**src/rtl/rwalk_pkg.sv**
```systemverilog
package rwalk_pkg;
  typedef enum logic [2:0] {
    ST_IDLE, ST_CHK, ST_LEN, ST_B1, ST_B2, ST_DONE, ST_ERR
  } walk_st_e;

  localparam int unsigned HDR_LONG  = 22;
  localparam int unsigned HDR_SHORT = 16;
  localparam int unsigned IMG_BASE  = 13;
  localparam logic [7:0]  PORT_LEN  = 8'd8;

  typedef struct packed {
    logic       is_port;
    logic       dis;
    logic [5:0] idx;
  } ent_hdr_t;
endpackage

```
**src/rtl/rwalk_bounds.sv**
```systemverilog
module rwalk_bounds #(
  parameter int unsigned POS_W = 13
) (
  input  logic [POS_W-1:0] pos_i,
  input  logic [POS_W-1:0] end_i,
  input  logic [7:0]       len_i,
  output logic             at_end_o,
  output logic             last_o,
  output logic             over_o
);
  localparam int unsigned W = POS_W + 1;
  logic [W-1:0] pos_x, end_x;

  assign pos_x    = {1'b0, pos_i};
  assign end_x    = {1'b0, end_i};
  assign at_end_o = pos_x >= end_x;
  assign last_o   = (pos_x + W'(1)) == end_x;
  assign over_o   = (len_i == 8'd0) || ((pos_x + W'(len_i)) > end_x);
endmodule

```
**src/rtl/rwalk_hdr_dec.sv**
```systemverilog
module rwalk_hdr_dec
  import rwalk_pkg::*;
(
  input  logic [7:0] b1_i,
  input  logic [7:0] len_i,
  input  logic [5:0] max_port_i,
  output ent_hdr_t   hdr_o,
  output logic       skip_o,
  output logic       bad_len_o,
  output logic       need_b2_o
);
  logic live_port;

  assign hdr_o.is_port = b1_i[7];
  assign hdr_o.dis     = b1_i[6];
  assign hdr_o.idx     = b1_i[5:0];
  assign skip_o        = b1_i[7] && (b1_i[5:0] > max_port_i);
  // range filter first, then disabled, then size rule
  assign live_port     = b1_i[7] && !skip_o && !b1_i[6];
  assign bad_len_o     = live_port && (len_i != PORT_LEN);
  assign need_b2_o     = live_port && (len_i == PORT_LEN);
endmodule

```
**src/rtl/rom_entry_walker.sv**
```systemverilog
module rom_entry_walker
  import rwalk_pkg::*;
#(
  parameter int unsigned LEN_W = 12,
  localparam int unsigned POS_W = LEN_W + 1
) (
  input  logic             clk_i,
  input  logic             rst_ni,
  input  logic             start_i,
  input  logic             short_hdr_i,
  input  logic [LEN_W-1:0] data_len_i,
  input  logic [5:0]       max_port_i,
  output logic             mem_rd_o,
  output logic [POS_W-1:0] mem_addr_o,
  input  logic [7:0]       mem_data_i,
  output logic             busy_o,
  output logic             done_o,
  output logic             error_o,
  output logic             err_badlen_o,
  output logic             ent_valid_o,
  output logic [POS_W-1:0] ent_pos_o,
  output logic [7:0]       ent_len_o,
  output logic             ent_port_o,
  output logic [5:0]       ent_idx_o,
  output logic             ent_dis_o,
  output logic             ent_link_o,
  output logic             ent_dual_o
);
  localparam int unsigned W = POS_W + 1;

  walk_st_e         st_q;
  logic [POS_W-1:0] pos_q, end_q;
  logic [5:0]       max_q;
  logic [7:0]       len_q;
  ent_hdr_t         hdr_q, hdr_d;
  logic             badlen_q;
  logic             at_end, last_b, over;
  logic             skip, bad_len, need_b2;
  logic             idle_like;

  rwalk_bounds #(.POS_W(POS_W)) u_bounds (
    .pos_i(pos_q), .end_i(end_q), .len_i(mem_data_i),
    .at_end_o(at_end), .last_o(last_b), .over_o(over)
  );

  rwalk_hdr_dec u_dec (
    .b1_i(mem_data_i), .len_i(len_q), .max_port_i(max_q),
    .hdr_o(hdr_d), .skip_o(skip), .bad_len_o(bad_len), .need_b2_o(need_b2)
  );

  assign idle_like = (st_q == ST_IDLE) || (st_q == ST_DONE) || (st_q == ST_ERR);
  assign busy_o    = !idle_like;
  assign done_o    = st_q == ST_DONE;
  assign error_o   = st_q == ST_ERR;
  assign err_badlen_o = badlen_q;

  always_comb begin
    mem_rd_o   = 1'b0;
    mem_addr_o = pos_q;
    unique case (st_q)
      ST_CHK: mem_rd_o = !at_end && !last_b;
      ST_LEN: begin mem_rd_o = 1'b1; mem_addr_o = pos_q + POS_W'(1); end
      ST_B1:  begin mem_rd_o = 1'b1; mem_addr_o = pos_q + POS_W'(2); end
      default: ;
    endcase
  end

  always_ff @(posedge clk_i or negedge rst_ni) begin
    if (!rst_ni) begin
      st_q        <= ST_IDLE;
      pos_q       <= '0;
      end_q       <= '0;
      max_q       <= '0;
      len_q       <= '0;
      hdr_q       <= '0;
      badlen_q    <= 1'b0;
      ent_valid_o <= 1'b0;
      ent_pos_o   <= '0;
      ent_len_o   <= '0;
      ent_port_o  <= 1'b0;
      ent_idx_o   <= '0;
      ent_dis_o   <= 1'b0;
      ent_link_o  <= 1'b0;
      ent_dual_o  <= 1'b0;
    end else begin
      ent_valid_o <= 1'b0;
      unique case (st_q)
        ST_IDLE, ST_DONE, ST_ERR: if (start_i) begin
          pos_q    <= short_hdr_i ? POS_W'(HDR_SHORT) : POS_W'(HDR_LONG);
          end_q    <= POS_W'(data_len_i) + POS_W'(IMG_BASE);
          max_q    <= max_port_i;
          badlen_q <= 1'b0;
          st_q     <= ST_CHK;
        end
        ST_CHK: begin
          if (at_end)      st_q <= ST_DONE;
          else if (last_b) st_q <= ST_ERR;
          else             st_q <= ST_LEN;
        end
        ST_LEN: begin
          len_q <= mem_data_i;
          st_q  <= over ? ST_ERR : ST_B1;
        end
        ST_B1: begin
          hdr_q <= hdr_d;
          if (skip) begin
            pos_q <= pos_q + POS_W'(len_q);
            st_q  <= ST_CHK;
          end else if (bad_len) begin
            badlen_q <= 1'b1;
            st_q     <= ST_ERR;
          end else if (need_b2) begin
            st_q <= ST_B2;
          end else begin
            ent_valid_o <= 1'b1;
            ent_pos_o   <= pos_q;
            ent_len_o   <= len_q;
            ent_port_o  <= hdr_d.is_port;
            ent_idx_o   <= hdr_d.idx;
            ent_dis_o   <= hdr_d.dis;
            ent_link_o  <= 1'b0;
            ent_dual_o  <= 1'b0;
            pos_q       <= pos_q + POS_W'(len_q);
            st_q        <= ST_CHK;
          end
        end
        ST_B2: begin
          ent_valid_o <= 1'b1;
          ent_pos_o   <= pos_q;
          ent_len_o   <= len_q;
          ent_port_o  <= hdr_q.is_port;
          ent_idx_o   <= hdr_q.idx;
          ent_dis_o   <= hdr_q.dis;
          ent_link_o  <= mem_data_i[4];
          ent_dual_o  <= mem_data_i[7];
          pos_q       <= pos_q + POS_W'(len_q);
          st_q        <= ST_CHK;
        end
        default: st_q <= ST_IDLE;
      endcase
    end
  end


  err_no_report_chk: assert property (@(posedge clk_i) disable iff (!rst_ni)
    error_o |-> !ent_valid_o);

  port_idx_range_chk: assert property (@(posedge clk_i) disable iff (!rst_ni)
    (ent_valid_o && ent_port_o) |-> (ent_idx_o <= max_q));

  port_len_chk: assert property (@(posedge clk_i) disable iff (!rst_ni)
    (ent_valid_o && ent_port_o && !ent_dis_o) |-> (ent_len_o == PORT_LEN));

  link_zero_chk: assert property (@(posedge clk_i) disable iff (!rst_ni)
    (ent_valid_o && !(ent_port_o && !ent_dis_o)) |-> (!ent_link_o && !ent_dual_o));

  ent_in_bounds_chk: assert property (@(posedge clk_i) disable iff (!rst_ni)
    ent_valid_o |-> (ent_len_o != 8'd0 &&
                     ({1'b0, ent_pos_o} + W'(ent_len_o)) <= {1'b0, end_q}));

  done_hold_chk: assert property (@(posedge clk_i) disable iff (!rst_ni)
    (done_o && !start_i) |=> done_o);

  err_hold_chk: assert property (@(posedge clk_i) disable iff (!rst_ni)
    (error_o && !start_i) |=> (error_o && $stable(err_badlen_o)));

  read_before_use_chk: assert property (@(posedge clk_i) disable iff (!rst_ni)
    (st_q == ST_LEN || st_q == ST_B1) |-> $past(mem_rd_o));
endmodule

```
**config.mk**
```make
export PLATFORM = sky130hd
export DESIGN_NAME = rom_entry_walker
export DESIGN_NICKNAME = d
export VERILOG_FILES = /design/src/rtl/rwalk_pkg.sv /design/src/rtl/rwalk_bounds.sv /design/src/rtl/rwalk_hdr_dec.sv /design/src/rtl/rom_entry_walker.sv
export SDC_FILE = /design/constraint.sdc
export NUM_CORES = 1
export LEC_CHECK = 0
export ABC_AREA = 1
export BUFFER_PORTS_ARGS = -buffer_cell sky130_fd_sc_hd__clkbuf_2
export CAP_MARGIN = 40
export CORE_ASPECT_RATIO = 0.6
export CORE_MARGIN = 10
export CORE_UTILIZATION = 55
export DETAILED_ROUTE_END_ITERATION = 16
export HOLD_SLACK_MARGIN = 0.06
export PLACE_DENSITY = 0.74
export SLEW_MARGIN = 5
export SYNTH_ARGS = -nofsm -noshare
export SYNTH_HDL_FRONTEND = slang
export SYNTH_SLANG_ARGS = --single-unit
```
**constraint.sdc**
```tcl
create_clock -name clk_i -period 3.2 [get_ports clk_i]
set_input_delay 0.64 -clock clk_i [delete_from_list [all_inputs] [get_ports clk_i]]
set_output_delay 0.64 -clock clk_i [all_outputs]
set_load 0.02 [all_outputs]
```
Word-level counts from Yosys, hierarchy flattened
Cells that the tools add are included.
Widths: inputs -> output; s select.
{ "totals": {"register_bits": 84, "input_bits": 30, "out_inout_bits": 50, "word_cells": 116} }
{ "op_classes": {"add_sub_neg": 6, "n_lt_le_gt_ge": 3, "eq_ne": 16, "mux": 49, "n_reduce_logical": 25} }
{ "ops": {"columns": ["cell", "n"], "rows": [
  ["$mux 13", 7],
  ["$pmux 13 s2", 2],
  ["$pmux 13 s3", 1],
  ["$mux 3", 8],
  ["$mux 8", 3],
  ["$mux 6", 3],
  ["$pmux 8 s2", 1],
  ["$mux 1", 15],
  ["$pmux 3 s5", 1],
  ["$add 13x1->14 const B", 1],
  ["$add 13x8->14", 1],
  ["$eq 14x13->1", 1],
  ["$gt 14x13->1", 1],
  ["$pmux 1 s2", 7],
  ["$add 12x4->13 const B", 1],
  ["$add 13x1->13 const B", 1],
  ["$add 13x2->13 const B", 1],
  ["$add 13x8->13", 1],
  ["$ge 13x13->1", 1],
  ["$pmux 6 s2", 1],
  ["$reduce_and 4->1", 3],
  ["$ne 2x2->1 const B", 5],
  ["$eq 3x3->1 const B", 3],
  ["$eq 8x4->1 const B", 1],
  ["15 further kinds", 29]
]} }

Logic depth before layout (Yosys ltp)
{ "depth": {"word_depth": 10, "ltp_mapped": 20} }

Cells and area by module
From an unflattened synthesis, not the netlist that was laid out.
{ "hier_totals": {"cells_unflattened": 933, "hier_area_um2": 6510.0} }
{ "modules_own_cells": {"columns": ["mod", "n_inst", "cells_per_inst", "area_each_um2", "seq_area_each_um2"], "rows": [
  ["rom_entry_walker", 1, 612, 4576.9, 2102.0],
  ["rwalk_bounds", 1, 271, 1629.1, 0.0],
  ["rwalk_hdr_dec", 1, 50, 304.0, 0.0]
]} }

Worst setup path after synthesis
No wires, ideal clock.
{ "synth_path": {"path_kind": "input port to flip-flop", "from": "input mem_data_i[2]", "to": "register st_q[2]", "setup_time_ns": 0.126, "arrival_ns": 2.861, "setup_slack_ns": 0.212, "cell_stages": 19, "path_buffers": 0, "cell_sequence": "ha_1 > a21oi_1 > nand2_1 > a21oi_1 > inv_1 > a21oi_1 > nor2_1 > xor2_1 > ha_1 > a21oi_1 > o21ai_0 > nor2_1 > nand2_1 > nand2_1 > nand2_1 > nand2_1 > nand2_1 > a21oi_1 > nand3_1"} }
{ "synth_via": {"elab_chain_len": 10, "elab_cells_between_ends": 16, "cone_classes": "1 x add/sub; 2 x order compare; 5 x mux; 8 x reduce/logical"} }
{ "synth_rtl": {"columns": ["element", "line", "rtl"], "rows": [
  ["from (decl)", "rom_entry_walker.sv:15", "input logic [7:0] mem_data_i,"],
  ["parallel branches: the longest is 9 deep, another holds $add 13x8->14", null, null],
  ["$pmux 3 s5 *", "rom_entry_walker.sv:87", "unique case (st_q)"],
  ["to (signal assigned)", "rom_entry_walker.sv:102", "st_q <= over ? ST_ERR : ST_B1;"],
  ["to (decl)", "rom_entry_walker.sv:31", "walk_st_e st_q;"]
]} }
Mark *: on every way between the ends.
A chain may end at the register's enable or synchronous reset.

Worst setup path after layout
{ "layout_path": {"from": "register pos_q[1]", "to": "output mem_rd_o"} }
{ "layout_via": {"elab_chain_len": 5, "elab_cells_between_ends": 7, "cone_classes": "1 x add/sub; 1 x order compare; 1 x eq/ne; 1 x mux; 3 x reduce/logical"} }
{ "layout_rtl": {"columns": ["element", "line", "rtl"], "rows": [
  ["from (decl)", "rom_entry_walker.sv:32", "logic [POS_W-1:0] pos_q, end_q;"],
  ["from (signal assigned)", "rom_entry_walker.sv:89", "pos_q <= short_hdr_i ? POS_W'(HDR_SHORT) : POS_W'(HDR_LONG);"],
  ["from (signal assigned)", "rom_entry_walker.sv:107", "pos_q <= pos_q + POS_W'(len_q);"],
  ["from (signal assigned)", "rom_entry_walker.sv:123", "pos_q <= pos_q + POS_W'(len_q);"],
  ["$add 13x1->14", "rwalk_bounds.sv:17", "assign last_o = (pos_x + W'(1)) == end_x;"],
  ["$eq 14x13->1", "rwalk_bounds.sv:17", null],
  ["$logic_not 1->1", "rom_entry_walker.sv:61", "ST_CHK: mem_rd_o = !at_end && !last_b;"],
  ["$logic_and 1x1->1 *", "rom_entry_walker.sv:61", null],
  ["$pmux 1 s2 *", "rom_entry_walker.sv:60", "unique case (st_q)"],
  ["to (decl)", "rom_entry_walker.sv:13", "output logic mem_rd_o,"]
]} }
Mark *: on every way between the ends. The rest lies on a longest branch, timed or not.

==> impl_metrics.yaml <==
detailed_routing:
  wl_mm: 19.3
  num_vias: 6159
  route.detailed.drc: 0
  drt_iter0_drc: 698
  wl_per_cell_um: 18.0
  wl_met3_mm: 2.01
  routed-wl-met2_mm: 8.06
  final_antenna_net_count: 0
  highest_layer: "met4"
  via_per_inst: 5.72
  firstDrtPassIters: 6
  wl_met1_mm: 8.96
floorplan:
  dieHeight_um: 102
  core_um2: 10700
  ios: 80
  rows: 29
  die-area_um2: 15900
  start_util_pct: 57.2
  dieWidth_um: 156
synthesis:
  yosysUniqueCellTypes: 49
  syn_area_um2: 6120
  synth.area.top_cells: "dfrtp_1 34%, nand2_1 12%, ha_1 10%, inv_1 5.9%, a21oi_1 5.5%"
  synth_edf_count: 0
  ys_ff_latch: 84
  ys.flop_type: "dfrtp_1"
  ys.warnings.count: 0
  seq_area_frac_synth_pct: 34.4
  postSynthCellCount: 821
  yosys.area.top_type_share_pct: 34.4
  synth_top_area_cell: "dfrtp_1"
  synth_fp_nets: 905
  avgSynthCellArea_um2: 7.45
  synthArstFlopShare_pct: 100
timing:
  fin_worst_skew_ns: 0.00838
  finalCritPeriodShare_pct: 97.2
  hold_viol: 0
  slew_violations: 0
  fin_crit_ns: 3.11
  timing.fmax_ghz: 0.322
  relSlewSlack_pct: 49.9
  finalSetupViolations: 0
  tightest_slew_ns: 0.744
  setup_slack_ns: 0.0898
status:
  status: "finished clean"
flow_run:
  max_cap_viol_count: 0
clock_network:
  htreeDepth: 3
  path_clk_slew_ns: 0.07
  clock_latency_ns: 0.35
  clk_path_buf_depth: 2
  cts_made_buffers: 9
  cts.sinks: 84
  tritoncts: "built"
  cts-root-buf: "clkbuf_16"
setup_path:
  cp.arrival_ns: 2.47
  end_kind: "primary output"
  critPathKind: "reg -> out"
  critical_path_required_ns: 2.56
  cp_max_fo: 6
  start_kind: "flop"
power_and_ir_drop:
  p_int_mw: 3.93
  clockPowerShare_pct: 13.1
  power_frac_comb_pct: 62.4
  netSwitchingPower_mw: 4.22
  vdd_ir_drop_max_uv: 494
  p_sw_share_pct: 51.8
  p_per_area_nw_per_um2: 1110
  totalPowerFinal_mw: 8.16
  seqPwrFrac_pct: 24.5
  p_leak_nw: 3.63
cells_and_area:
  drive_gt1_share_pct: 20.4
  mostFrequentLayoutCell: "nand2_1"
  final_cell_mix: "192 x nand2_1, 95 x inv_1, 80 x nor2_1, 78 x clkbuf_2, 77 x dfrtp_1"
  antenna_cells: 0
  fin_util_pct: 68.4
  nets: 1016
  fillers: 893
  syn_to_final_growth_pct: 19.7
grt:
  grt_pass1_vias: 5649
  grt.total_usage_pct: 24.0
  antenna_found_initial: 0
  grt_pass1_wl_mm: 30.0
  grt-ovfl-total: 0
  grt_start_max_net_pins: 62
worst_hold_path:
  hold_class: "in -> async"
placed_design:
  post-place-ws_ns: -0.138
  portBuffers: 79
  gp_congestion: 0.974
  hpwlAfterDp_mm: 15.2
final cells by class:
type / count / area [um2] / share of cell area (%)
Tap cell: 139 / 174 / 2.37
Multi-Input combinational cell: 610 / 3590 / 49.0
Timing Repair Buffer: 119 / 738 / 10.1
Clock inverter: 7 / 76.3 / 1.04
Clock buffer: 9 / 225 / 3.07
Inverter: 108 / 414 / 5.65
Sequential cell: 84 / 2110 / 28.8
worst max-delay path: stages, from the launching register on:
cell and delay [ns]:
dfrtp_2 0.49, buf_4 0.17, buf_4 0.12, ha_1 0.30
nand4_1 0.10, or3_1 0.38, nand3_1 0.14, inv_1 0.09
nand3_1 0.10, nand2_1 0.06, clkbuf_2 0.15
timing repair:
item | CTS | global route
setup endpoints to repair | 1 | 4
hold buffers | 0 | 0
resized for setup | 3 | 27
hold endpoints to repair | 0 | 0
pin swaps | 0 | 5
buffers inserted | 0 | 8
cell families after synthesis:
kind of cell             after synthesis  share of synthesized area (%)
AO/OA/AOI/OAI                        174                           16.5
AND/OR/NAND/NOR                      359                           25.7
adder cells (fa/ha/maj)               54                           11.4
flip-flops                            84                           34.4
buffers and inverters                127                           8.47
XOR/XNOR                              23                           3.52
power groups by stage:
| stage | clock (mW) | combinational (mW) | sequential, mW |
|---|---|---|---|
| final | 1.06 | 5.09 | 2.00 |
| after global routing | 1.11 | 5.64 | 2.04 |
| after CTS | 1.07 | 4.88 | 1.97 |
| after detailed placement | 0 | 4.83 | 1.98 |
| after global placement | 0 | 4.70 | 1.97 |
| after floorplan | 0 | 3.23 | 2.11 |
registers in the layout (all words and copies together) (netlist names), 3 cells and up:
register,flops
end_q,13
ent_idx_o,6
ent_len_o,8
ent_pos_o,13
hdr_q,8
len_q,8
max_q,6
pos_q,13
st_q,3
metal layers:
layer / track usage, % / vias to the layer above
li1: - / 2946
met1: 34.3 / 2841
met2: 35.2 / 344
met3: 5.97 / 28
met4: 6.64 / 0
met5: 0 / -
cells in the mapped netlist (9+ instances only):
cell type  instances
nand2_1          195
inv_1             96
dfrtp_1           84
nor2_1            81
a21oi_1           67
o21ai_0           64
ha_1              51
nand3_1           46
xor2_1            17
nand4_1           10
o221ai_1           9
stage by stage:
stage	std cells	hold slack [ns]	instance area [um2]	setup TNS, ns
3_5_place_dp	1052	0.476	6860	-0.215
5_1_grt	1076	0.199	7320	-0.0755
3_3_place_gp	1051	0.482	6830	-0.0136
4_1_cts	1068	0.193	7170	0
6_report	1076	0.185	7320	0
2_1_floorplan	821	0.344	6120	0
path summary, 6_finish.rpt:
path	from	cells past startpoint	slack, ns	end
setup / recovery	pos_q[1]$_DFFE_PN0P_	10	0.09	mem_rd_o
hold / removal	rst_ni	1	0.19	max_q[3]$_DFFE_PN0P_
setup reg to reg	pos_q[1]$_DFFE_PN0P_	20	0.16	st_q[2]$_DFFE_PN0N_
hold reg to reg	max_q[0]$_DFFE_PN0P_	2	0.49	max_q[0]$_DFFE_PN0P_
max in group asynchronous	rst_ni	2	2.40	pos_q[10]$_DFFE_PN0P_
min in group clk_i	max_q[0]$_DFFE_PN0P_	2	0.49	max_q[0]$_DFFE_PN0P_
No activity file was read; power rests on OpenSTA's default activity.
